### config.mk
export PLATFORM = sky130hd
export DESIGN_NAME = addr_win_dec
export DESIGN_NICKNAME = d
export VERILOG_FILES = /design/src/rtl/addr_win_pkg.sv /design/src/rtl/addr_win_regs.sv /design/src/rtl/addr_win_match.sv /design/src/rtl/addr_win_pick.sv /design/src/rtl/addr_win_dec.sv
export SDC_FILE = /design/constraint.sdc
export NUM_CORES = 2
export LEC_CHECK = 0
export ABC_AREA = 0
export BUFFER_PORTS_ARGS = -buffer_cell sky130_fd_sc_hd__buf_2
export CORE_MARGIN = 4
export CORE_UTILIZATION = 35
export CTS_BUF_LIST = sky130_fd_sc_hd__clkbuf_4
export DETAILED_ROUTE_END_ITERATION = 10
export GPL_TIMING_DRIVEN = 0
export PLACE_DENSITY = 0.56
export SLEW_MARGIN = 5
export SYNTH_ARGS = -nofsm -noshare
export SYNTH_HDL_FRONTEND = slang
export SYNTH_SLANG_ARGS = --single-unit
export TNS_END_PERCENT = 5
### constraint.sdc
create_clock -name clk_i -period 7.2 [get_ports clk_i]
set_input_delay 0.36 -clock clk_i [delete_from_list [all_inputs] [get_ports clk_i]]
set_output_delay 0.36 -clock clk_i [all_outputs]
set_load 0.005 [all_outputs]
### src/rtl/addr_win_pkg.sv
package addr_win_pkg;
  typedef enum logic [2:0] {
    TGT_OFF    = 3'd0,
    TGT_GP_IO  = 3'd1,
    TGT_GP_MEM = 3'd2,
    TGT_PCI    = 3'd3,
    TGT_BOOT   = 3'd4,
    TGT_ROM1   = 3'd5,
    TGT_ROM2   = 3'd6,
    TGT_SDRAM  = 3'd7
  } tgt_e;

  localparam int unsigned CFG_W = 32;
  localparam int unsigned FLD_W = 26;  // granularity bit + size/base
endpackage

### src/rtl/addr_win_regs.sv
module addr_win_regs #(
  parameter int unsigned N_WIN = 16,
  parameter int unsigned IDX_W = $clog2(N_WIN)
) (
  input  logic                                      clk_i,
  input  logic                                      rst_ni,
  input  logic                                      we_i,
  input  logic [IDX_W-1:0]                          idx_i,
  input  logic [addr_win_pkg::CFG_W-1:0]            wdata_i,
  output logic [N_WIN-1:0][addr_win_pkg::CFG_W-1:0] cfg_o
);
  for (genvar g = 0; g < N_WIN; g++) begin : g_reg
    always_ff @(posedge clk_i or negedge rst_ni) begin
      if (!rst_ni)                              cfg_o[g] <= '0;
      else if (we_i && idx_i == IDX_W'(g))      cfg_o[g] <= wdata_i;
    end
  end

  AST_CFG_WRITE: assert property (@(posedge clk_i) disable iff (!rst_ni)
    we_i |=> cfg_o[$past(idx_i)] == $past(wdata_i));
endmodule

### src/rtl/addr_win_match.sv
module addr_win_match
  import addr_win_pkg::*;
#(
  parameter int unsigned WIN_IDX = 0
) (
  input  logic [2:0]       tgt_i,
  input  logic [FLD_W-1:0] fld_i,
  input  logic [29:0]      addr_i,
  input  logic             is_mem_i,
  output logic             hit_o
);
  localparam bit PCI_OK = (WIN_IDX < 2);

  logic [17:0] off_4k;
  logic [13:0] off_64k;
  logic [15:0] off_io;
  logic        in_4k, in_64k, in_io, mem_tgt;

  // compare in units of the granularity: base <= a and a-base <= count
  always_comb begin
    off_4k  = addr_i[29:12] - fld_i[17:0];
    off_64k = addr_i[29:16] - fld_i[13:0];
    off_io  = addr_i[15:0]  - fld_i[15:0];
    in_4k   = (addr_i[29:12] >= fld_i[17:0]) && (off_4k  <= {11'b0, fld_i[24:18]});
    in_64k  = (addr_i[29:16] >= fld_i[13:0]) && (off_64k <= {3'b0, fld_i[24:14]});
    in_io   = (addr_i[15:0]  >= fld_i[15:0]) && (off_io  <= {7'b0, fld_i[24:16]});
    unique case (tgt_e'(tgt_i))
      TGT_GP_MEM, TGT_BOOT, TGT_ROM1, TGT_ROM2, TGT_SDRAM: mem_tgt = 1'b1;
      TGT_PCI: mem_tgt = PCI_OK;
      default: mem_tgt = 1'b0;
    endcase
    if (is_mem_i) hit_o = mem_tgt && (fld_i[25] ? in_64k : in_4k);
    else          hit_o = (tgt_e'(tgt_i) == TGT_GP_IO) && in_io;
  end
endmodule

### src/rtl/addr_win_pick.sv
module addr_win_pick #(
  parameter int unsigned N_WIN = 16,
  parameter int unsigned IDX_W = $clog2(N_WIN)
) (
  input  logic [N_WIN-1:0] hit_i,
  output logic             any_o,
  output logic [IDX_W-1:0] idx_o
);
  // scan downward so the lowest set bit is written last
  always_comb begin
    any_o = 1'b0;
    idx_o = '0;
    for (int i = N_WIN - 1; i >= 0; i--) begin
      if (hit_i[i]) begin
        any_o = 1'b1;
        idx_o = IDX_W'(i);
      end
    end
  end
endmodule

### src/rtl/addr_win_dec.sv
module addr_win_dec
  import addr_win_pkg::*;
#(
  parameter int unsigned N_WIN = 16,
  parameter int unsigned IDX_W = $clog2(N_WIN)
) (
  input  logic             clk_i,
  input  logic             rst_ni,
  input  logic             cfg_we_i,
  input  logic [IDX_W-1:0] cfg_idx_i,
  input  logic [31:0]      cfg_wdata_i,
  input  logic [31:0]      addr_i,
  input  logic             is_mem_i,
  input  logic             is_wr_i,
  output logic             hit_o,
  output logic [IDX_W-1:0] win_o,
  output logic [2:0]       tgt_o,
  output logic [2:0]       cs_o,
  output logic             wp_o,
  output logic             nc_o,
  output logic             nx_o,
  output logic             viol_o
);
  logic [N_WIN-1:0][CFG_W-1:0] cfg_q;
  logic [N_WIN-1:0]            hit_vec;
  logic                        any_hit;
  logic [IDX_W-1:0]            sel_idx;
  logic [5:0]                  sel_hi;
  logic                        is_gp, is_rom;
  logic [1:0]                  unused_addr;

  assign unused_addr = addr_i[31:30];

  addr_win_regs #(.N_WIN(N_WIN), .IDX_W(IDX_W)) regs_i (
    .clk_i  (clk_i),
    .rst_ni (rst_ni),
    .we_i   (cfg_we_i),
    .idx_i  (cfg_idx_i),
    .wdata_i(cfg_wdata_i),
    .cfg_o  (cfg_q)
  );

  for (genvar g = 0; g < N_WIN; g++) begin : g_win
    addr_win_match #(.WIN_IDX(g)) match_i (
      .tgt_i   (cfg_q[g][31:29]),
      .fld_i   (cfg_q[g][FLD_W-1:0]),
      .addr_i  (addr_i[29:0]),
      .is_mem_i(is_mem_i),
      .hit_o   (hit_vec[g])
    );
  end

  addr_win_pick #(.N_WIN(N_WIN), .IDX_W(IDX_W)) pick_i (
    .hit_i(hit_vec),
    .any_o(any_hit),
    .idx_o(sel_idx)
  );

  always_comb begin
    sel_hi = any_hit ? cfg_q[sel_idx][31:26] : '0;
    is_gp  = (sel_hi[5:3] == TGT_GP_IO) || (sel_hi[5:3] == TGT_GP_MEM);
    is_rom = sel_hi[5];
    hit_o  = any_hit;
    win_o  = any_hit ? sel_idx : '0;
    tgt_o  = sel_hi[5:3];
    cs_o   = is_gp ? sel_hi[2:0] : '0;
    wp_o   = is_rom & sel_hi[2];
    nc_o   = is_rom & sel_hi[1];
    nx_o   = is_rom & sel_hi[0];
    viol_o = is_wr_i & wp_o;
  end

  AST_MISS_QUIET: assert property (@(posedge clk_i) disable iff (!rst_ni)
    !hit_o |-> (win_o == '0 && tgt_o == '0 && cs_o == '0 && !wp_o && !nc_o && !nx_o && !viol_o));
  AST_OFF_NO_HIT: assert property (@(posedge clk_i) disable iff (!rst_ni)
    hit_o |-> tgt_o != TGT_OFF);
  AST_PCI_LOW: assert property (@(posedge clk_i) disable iff (!rst_ni)
    (hit_o && tgt_o == TGT_PCI) |-> (win_o < 2 && is_mem_i));
  AST_IO_GP_ONLY: assert property (@(posedge clk_i) disable iff (!rst_ni)
    (hit_o && !is_mem_i) |-> tgt_o == TGT_GP_IO);
  AST_CS_GP_ONLY: assert property (@(posedge clk_i) disable iff (!rst_ni)
    (cs_o != '0) |-> (tgt_o == TGT_GP_IO || tgt_o == TGT_GP_MEM));
  AST_ATTR_ROM_ONLY: assert property (@(posedge clk_i) disable iff (!rst_ni)
    (wp_o || nc_o || nx_o) |-> tgt_o[2]);
  AST_VIOL_WRITE: assert property (@(posedge clk_i) disable iff (!rst_ni)
    viol_o |-> (is_wr_i && wp_o && hit_o));
endmodule

# [Word-level counts from Yosys, hierarchy flattened]
# Cells that the tools add are included.
[word_totals] reg_bits=512 inputBits=73 elab_cells=479
[op_classes] add_sub_neg=48 magnitude_cmp=97 n_eq_ne=115 n_mux=85 bitwise=4 reduce_logical=114
[op_table] op="18-bit >= comparator" count=16
[op_table] op="18-bit by 7-bit <= comparator with 1-bit output" count=16
[op_table] op="18-bit subtractor" count=16
[op_table] op="16-bit >= comparator" count=16
[op_table] op="16-bit by 9-bit <= comparator with 1-bit output" count=16
[op_table] op="16-bit subtractor" count=16
[op_table] op="14-bit >= comparator" count=16
[op_table] op="14-bit by 11-bit <= comparator with 1-bit output" count=16
[op_table] op="14-bit subtractor" count=16
[op_table] op="3-bit == test, second input constant" count=64
[op_table] op="32-bit binary-select mux with 4-bit select" count=1
[op_table] op="1-bit logical AND" count=96
[op_table] op="5-bit OR reduction" count=14
[op_table] op="4-bit 2-to-1 mux" count=17
[op_table] op="1-bit 2-to-1 mux" count=64
[op_table] op="3-bit by 2-bit == test with 1-bit output, second input constant" count=19
[op_table] op="3-bit by 1-bit == test with 1-bit output, second input constant" count=17
[op_table] op="4-bit == test, second input constant" count=8
[op_table] op="32-bit 2-to-1 mux" count=1
[op_table] op="4-bit by 3-bit == test with 1-bit output, second input constant" count=4
[op_table] op="6-bit OR reduction" count=2
[op_table] op="4-bit by 2-bit == test with 1-bit output, second input constant" count=2
[op_table] op="6-bit 2-to-1 mux" count=1
[op_table] op="4-bit by 5-bit < comparator with 1-bit output, second input constant" count=1
[op_table] op="other kinds (5)" count=8

# [Longest topological paths before layout]
[logic_depth] depth_word=28 mapped_depth=31 ltp_nobuf=31

# [Hierarchy]
# Synthesis repeated with hierarchy kept, for this count alone.
[hier_totals] hier_cells=8045 area_unflattened_um2=69780.7
[modules_own_cells] module="addr_win_match (g_win[12].match_i ...)" n_inst=7 cells_per_inst=439 area_each_um2=3211.8 seq_area_each_um2=0.0
[modules_own_cells] module="addr_win_regs" n_inst=1 cells_per_inst=1134 area_each_um2=19090.8 seq_area_each_um2=12812.3
[modules_own_cells] module="addr_win_match (g_win[10].match_i ...)" n_inst=4 cells_per_inst=397 area_each_um2=2886.5 seq_area_each_um2=0.0
[modules_own_cells] module="addr_win_match (g_win[0].match_i ...)" n_inst=2 cells_per_inst=440 area_each_um2=3184.3 seq_area_each_um2=0.0
[modules_own_cells] module="addr_win_match (g_win[8].match_i ...)" n_inst=2 cells_per_inst=425 area_each_um2=3093.0 seq_area_each_um2=0.0
[modules_own_cells] module="addr_win_match (g_win[11].match_i)" n_inst=1 cells_per_inst=406 area_each_um2=2952.8 seq_area_each_um2=0.0
[modules_own_cells] module="addr_win_dec" n_inst=1 cells_per_inst=81 area_each_um2=974.7 seq_area_each_um2=0.0
[modules_own_cells] module="addr_win_pick" n_inst=1 cells_per_inst=33 area_each_um2=178.9 seq_area_each_um2=0.0

# [Least setup slack after synthesis]
# No wires, ideal clock.
[synth_timing] path_type="input -> output" from="input port addr_i[16]" to="output port cs_o[0]" arrival_time_ns=5.883 required_ns=6.840 slack_ns=0.957 cell_stages=29 path_buffers=0 path_cell_list="inv_1 -> ha_1 -> inv_1 -> fa_1 -> a211oi_1 -> nor2_1 -> or4_1 -> a31oi_1 -> nor2b_1 -> o21a_1 -> nor2_1 -> xnor2_1 -> ha_1 -> nand3_1 -> a211o_1 -> a21oi_1 -> a2111oi_0 -> nand4_1 -> o311a_1 -> nor4b_1 -> o311ai_2 -> nand2_2 -> inv_1 -> a21oi_1 -> nand2b_1 -> o22a_1 -> o2bb2ai_4 -> xnor2_1 -> nor3b_1"
[synth_via] elab_chain_len=28
[synth_rtl] item="start: declaration" line_no="addr_win_dec.sv:12" rtl="input logic [31:0] addr_i,"
[synth_rtl] item="18-bit subtractor or 14-bit subtractor (tied branches)" line_no="addr_win_match.sv:21, addr_win_match.sv:22"
[synth_rtl] item="18-bit by 7-bit <= comparator with 1-bit output or 14-bit by 11-bit <= comparator with 1-bit output (tied branches)" line_no="addr_win_match.sv:24, addr_win_match.sv:25"
[synth_rtl] item="1-bit logical AND, on equally long branches" line_no="addr_win_match.sv:24, addr_win_match.sv:25"
[synth_rtl] item="1-bit 2-to-1 mux" line_no="addr_win_match.sv:32" rtl="if (is_mem_i) hit_o = mem_tgt && (fld_i[25] ? in_64k : in_4k);"
[synth_rtl] item="1-bit logical AND" line_no="addr_win_match.sv:32"
[synth_rtl] item="1-bit 2-to-1 mux" line_no="addr_win_match.sv:32"
[synth_rtl] item="4-bit 2-to-1 mux (16 in a row)" line_no="addr_win_pick.sv:14" rtl="if (hit_i[i]) begin"
[synth_rtl] item="32-bit binary-select mux with 4-bit select" line_no="addr_win_dec.sv:60" rtl="sel_hi = any_hit ? cfg_q[sel_idx][31:26] : '0;"
[synth_rtl] item="32-bit 2-to-1 mux (implied by the code)" line_no="addr_win_dec.sv:60"
[synth_rtl] item="6-bit 2-to-1 mux (*)" line_no="addr_win_dec.sv:60"
[synth_rtl] item="3-bit by 1-bit == test with 1-bit output or 3-bit by 2-bit == test with 1-bit output (tied branches)" line_no="addr_win_dec.sv:61" rtl="is_gp = (sel_hi[5:3] == TGT_GP_IO) || (sel_hi[5:3] == TGT_GP_MEM);"
[synth_rtl] item="1-bit logical OR" line_no="addr_win_dec.sv:61"
[synth_rtl] item="3-bit 2-to-1 mux (*)" line_no="addr_win_dec.sv:66" rtl="cs_o = is_gp ? sel_hi[2:0] : '0;"
[synth_rtl] item="end: declaration" line_no="addr_win_dec.sv:18" rtl="output logic [2:0] cs_o,"
# Every way passes the cells marked *; elsewhere a longest branch is shown, timed or not. The select of a mux whose other input is x is not followed.

# [Final worst setup path]
[layout_timing] from="register regs_i.cfg_o[97] in the netlist's numbering" to="output port cs_o[2]"
[layout_via] elab_chain_len=16
[layout_rtl] item="start: declaration" line_no="addr_win_regs.sv:10" rtl="output logic [N_WIN-1:0][addr_win_pkg::CFG_W-1:0] cfg_o"
[layout_rtl] item="start signal: indexed assignment" line_no="addr_win_regs.sv:15" rtl="else if (we_i && idx_i == IDX_W'(g)) cfg_o[g] <= wdata_i;"
[layout_rtl] item="18-bit subtractor or 14-bit subtractor (tied branches)" line_no="addr_win_match.sv:21, addr_win_match.sv:22"
[layout_rtl] item="18-bit by 7-bit <= comparator with 1-bit output or 14-bit by 11-bit <= comparator with 1-bit output (tied branches)" line_no="addr_win_match.sv:24, addr_win_match.sv:25"
[layout_rtl] item="1-bit logical AND, on equally long branches" line_no="addr_win_match.sv:24, addr_win_match.sv:25"
[layout_rtl] item="1-bit 2-to-1 mux" line_no="addr_win_match.sv:32"
[layout_rtl] item="1-bit logical AND" line_no="addr_win_match.sv:32"
[layout_rtl] item="1-bit 2-to-1 mux (*)" line_no="addr_win_match.sv:32"
[layout_rtl] item="4-bit 2-to-1 mux (4 in a row)" line_no="addr_win_pick.sv:14"
[layout_rtl] item="32-bit binary-select mux with 4-bit select" line_no="addr_win_dec.sv:60"
[layout_rtl] item="32-bit 2-to-1 mux (implied by the code)" line_no="addr_win_dec.sv:60"
[layout_rtl] item="6-bit 2-to-1 mux (*)" line_no="addr_win_dec.sv:60"
[layout_rtl] item="3-bit by 1-bit == test with 1-bit output or 3-bit by 2-bit == test with 1-bit output (tied branches)" line_no="addr_win_dec.sv:61"
[layout_rtl] item="1-bit logical OR" line_no="addr_win_dec.sv:61"
[layout_rtl] item="3-bit 2-to-1 mux (*)" line_no="addr_win_dec.sv:66"
# Marked as above.

==> results.cfg <==
[logic_synthesis]
synth_edf_count = 0
async_reset_ff_share_pct = 100.0
avgSynthCellArea_um2 = 8.219
ys.flop_type = dfrtp_1
synth_area_um2 = 67000
synthCells = 8152
synth_area_leaders = ha_1 (22%), dfrtp_1 (19%), o21ai_0 (5.4%)
synth_xor_area_share_pct = 4.823
synth_top_family_by_area = compound AO/OA/AOI/OAI gates
synth.area.mux_share_pct = 6.258
synth_nets = 9473
synthSimpleGateAreaFrac_pct = 16.13
synthAdderAreaFrac_pct = 23.84
synth_largest_area_cell = ha_1
synth_compound_area_share_pct = 24.90
yosys_register_bits = 512
yosysWarnings = 0
synth.distinct_cells = 101
synth_top_area_share_pct = 22.41
synth-seq-area-share_pct = 19.12

[floorplanning]
die_h_um = 445.5
io_pins = 88
fp.coreArea_um2 = 190200
initial_core_util_pct = 35.23
fp.dieW_um = 445.5
core.rowCount = 160
die-area_um2 = 198500

[finish]
design_area_um2 = 75580
drive_gt1_share_pct = 11.25
largest_reg_flops = 512
synthToLayoutAreaGrowth_pct = 12.80
top_register = regs_i.cfg_o
layout_commonest_cell = ha_1
final_cell_mix = ha_1 (1,193), o21ai_0 (714), inv_1 (674), nand2_1 (606), a21oi_1 (596)
nNetsFinal = 9852
largest_registers = regs_i.cfg_o x512

[timing]
relSlewSlack_pct = 6.512
rsz0062_at_grt = yes
fin_skew_ns = 0
fin_ws_ns = -0.5035
hold_viol = 0
fin_crit_sh_pct = 107.0
fmax_mhz = 129.8
setup_viol = 10
worst_pin_slew_ns = 1.402
hold-worst-slack_ns = 0.08777
slew_viol_final = 0
post-route-min-period_ns = 7.704

[global_routing]
grt_pass1_vias = 62802
antenna_found_initial = 23
grt_util_all_layers_pct = 26.67
grt_max_degree = 109
grt-ovfl-total = 0
grt_pass1_wl_um = 399900

[clock_network]
cts_num_sinks = 512
cts-root-buf = clkbuf_4
ctsLongestPathBuffers = 3
clk_latency_ns = 1.15
cts_tree = yes
path_clk_slew_ns = 0.07
cts-htree-levels = 4
cts_buffers = 143

[drt]
antenna_left = 0
drt_iter0_markers = 6436
drc = 0
drtPass1Iterations = 6
wl_per_cell_um = 24.53
wl_um = 273600
vias = 66413
avgViaCountPerCell = 5.953

[power]
p_sw_share_pct = 49.22
peakVddDrop_mv = 0.2312
pwr-share-clk_pct = 12.9
total_leakage_power_uw = 0.03333
combinationalPowerShare_pct = 69.6
seq_power_share_pct = 17.5
power_switching_uw = 11040
internal_power_uw = 11390
power.density_nw_per_um2 = 296.8

[run_status]
status = finished, violations left
violations = setup timing

[worst_setup_path]
critPathTopFamily = compound AO/OA/AOI/OAI gates
cp_max_fo = 5
slowest_delay_ns = 0.39
critPathBufInv = 7
worstPathArrival_ns = 7.34
critPathCaptureType = output pin
startpoint_type = flop
cpMostUsedCell = buf_4
crit_type = reg -> out
critPathRequiredTime_ns = 6.84
cpMaxStageDelayCell = a2111oi_4

[worst_hold_path]
min_path_type = in -> reg

[flow_run]
maxCapViolCount = 0

[place]
dpl.hpwl_um = 201100
gp_congestion = 0.9308
port_buffers = 85
dpl_cell_area_um2 = 71660
==> power by group through the flow <==
stage	sequential (uW)	combinational, uW	clock (uW)
after floorplan	3830	11100	0
after global placement	3950	14400	0
after detailed placement	3960	14800	0
after CTS	3920	15200	2950
after global routing	4000	17400	3110
final	3930	15600	2900
==> synthesized netlist by cell type (62+ instances only) <==
| master | instances |
|---|---|
| a21oi_1 | 616 |
| a21o_1 | 209 |
| a211oi_1 | 116 |
| nor4_1 | 62 |
| nor2_1 | 504 |
| mux2_2 | 289 |
| nand3_1 | 161 |
| nand2b_1 | 111 |
| o21ai_0 | 724 |
| nor3_1 | 151 |
| dfrtp_1 | 512 |
| mux2i_1 | 81 |
| o211ai_1 | 80 |
| o21bai_1 | 64 |
| o21a_1 | 179 |
| nand4_1 | 139 |
| clkbuf_1 | 144 |
| inv_1 | 692 |
| xnor2_1 | 248 |
| a31oi_1 | 72 |
| nor2b_1 | 146 |
| xor2_1 | 121 |
| nand2_1 | 607 |
| ha_1 | 1200 |
==> layer usage <==
| metal | vias to the layer above | track usage, % | wire [um] |
|---|---|---|---|
| met4 | 4 | 12.34 | 14940 |
| met5 | - | 0 | 27 |
| met3 | 589 | 4.554 | 22630 |
| li1 | 31152 | - | - |
| met2 | 2636 | 41.42 | 117700 |
| met1 | 32032 | 36.06 | 118400 |
==> worst min-delay path: cells and delay by family <==
kind	cells	cell delay [ns]
buf+inv	2	0.80
mux	1	0.17
==> per-stage QoR <==
step / instances / utilization [%] / setup WS (ns) / TNS, ns / total power [uW]
global placement: 10748 / 37.11 / -5.222 / -2660.88 / 18330
finish: 11156 / 39.74 / -0.5035 / -4.306 / 22430
global route: 11152 / 39.74 / -0.7697 / -6.743 / 24460
floorplan: 8152 / - / 0.9571 / 0 / 14890
CTS: 11131 / 39.58 / -0.4715 / -3.962 / 22100
detailed placement: 10785 / 37.68 / -2.473 / -22.92 / 18720
==> worst paths after layout <==
kind,start,endpoint,slack [ns],cells past startpoint
max in group asynchronous,rst_ni,regs_i.cfg_o[75],5.75,5
min in group asynchronous,rst_ni,regs_i.cfg_o[348],0.41,4
min,cfg_wdata_i[28],regs_i.cfg_o[348],0.09,3
max,regs_i.cfg_o[97],cs_o[2],-0.50,28
max reg2reg,regs_i.cfg_o[32],regs_i.cfg_o[32],6.14,3
min reg2reg,regs_i.cfg_o[84],regs_i.cfg_o[84],0.50,1
==> cells by family after synthesis <==
| kind of cell | Yosys count |
|---|---|
| xor gates and xnor gates | 369 |
| buffers and inverters | 871 |
| muxes | 376 |
| DFF | 512 |
| AOI/OAI and AO/OA | 2593 |
| adders and majority gates | 1248 |
| and+or+nand+nor | 2183 |
==> what timing repair did <==
item                                    in CTS  in global routing
endpoints found under the setup margin      15                 13
hold buffers                                43                  0
pin swaps                                   59                 27
setup buffers                               57                 11
cloned                                       0                  1
gates resized for setup                    196                 38
endpoints found under the hold margin      633                  0
==> cell type report <==
type                       instances  area (um^2)
fill                           19328       114600
buffer                           179        765.7
timing repair buffer             234         2515
clock buffer                     198         1486
antenna                           13        32.53
tap                             2511         3142
sequential                       512        12820
inverter                         692         2636
clock inverter                    48        360.3
multi-input combinational       6769        51820
Note: power is estimated with default switching activity, not from simulation.
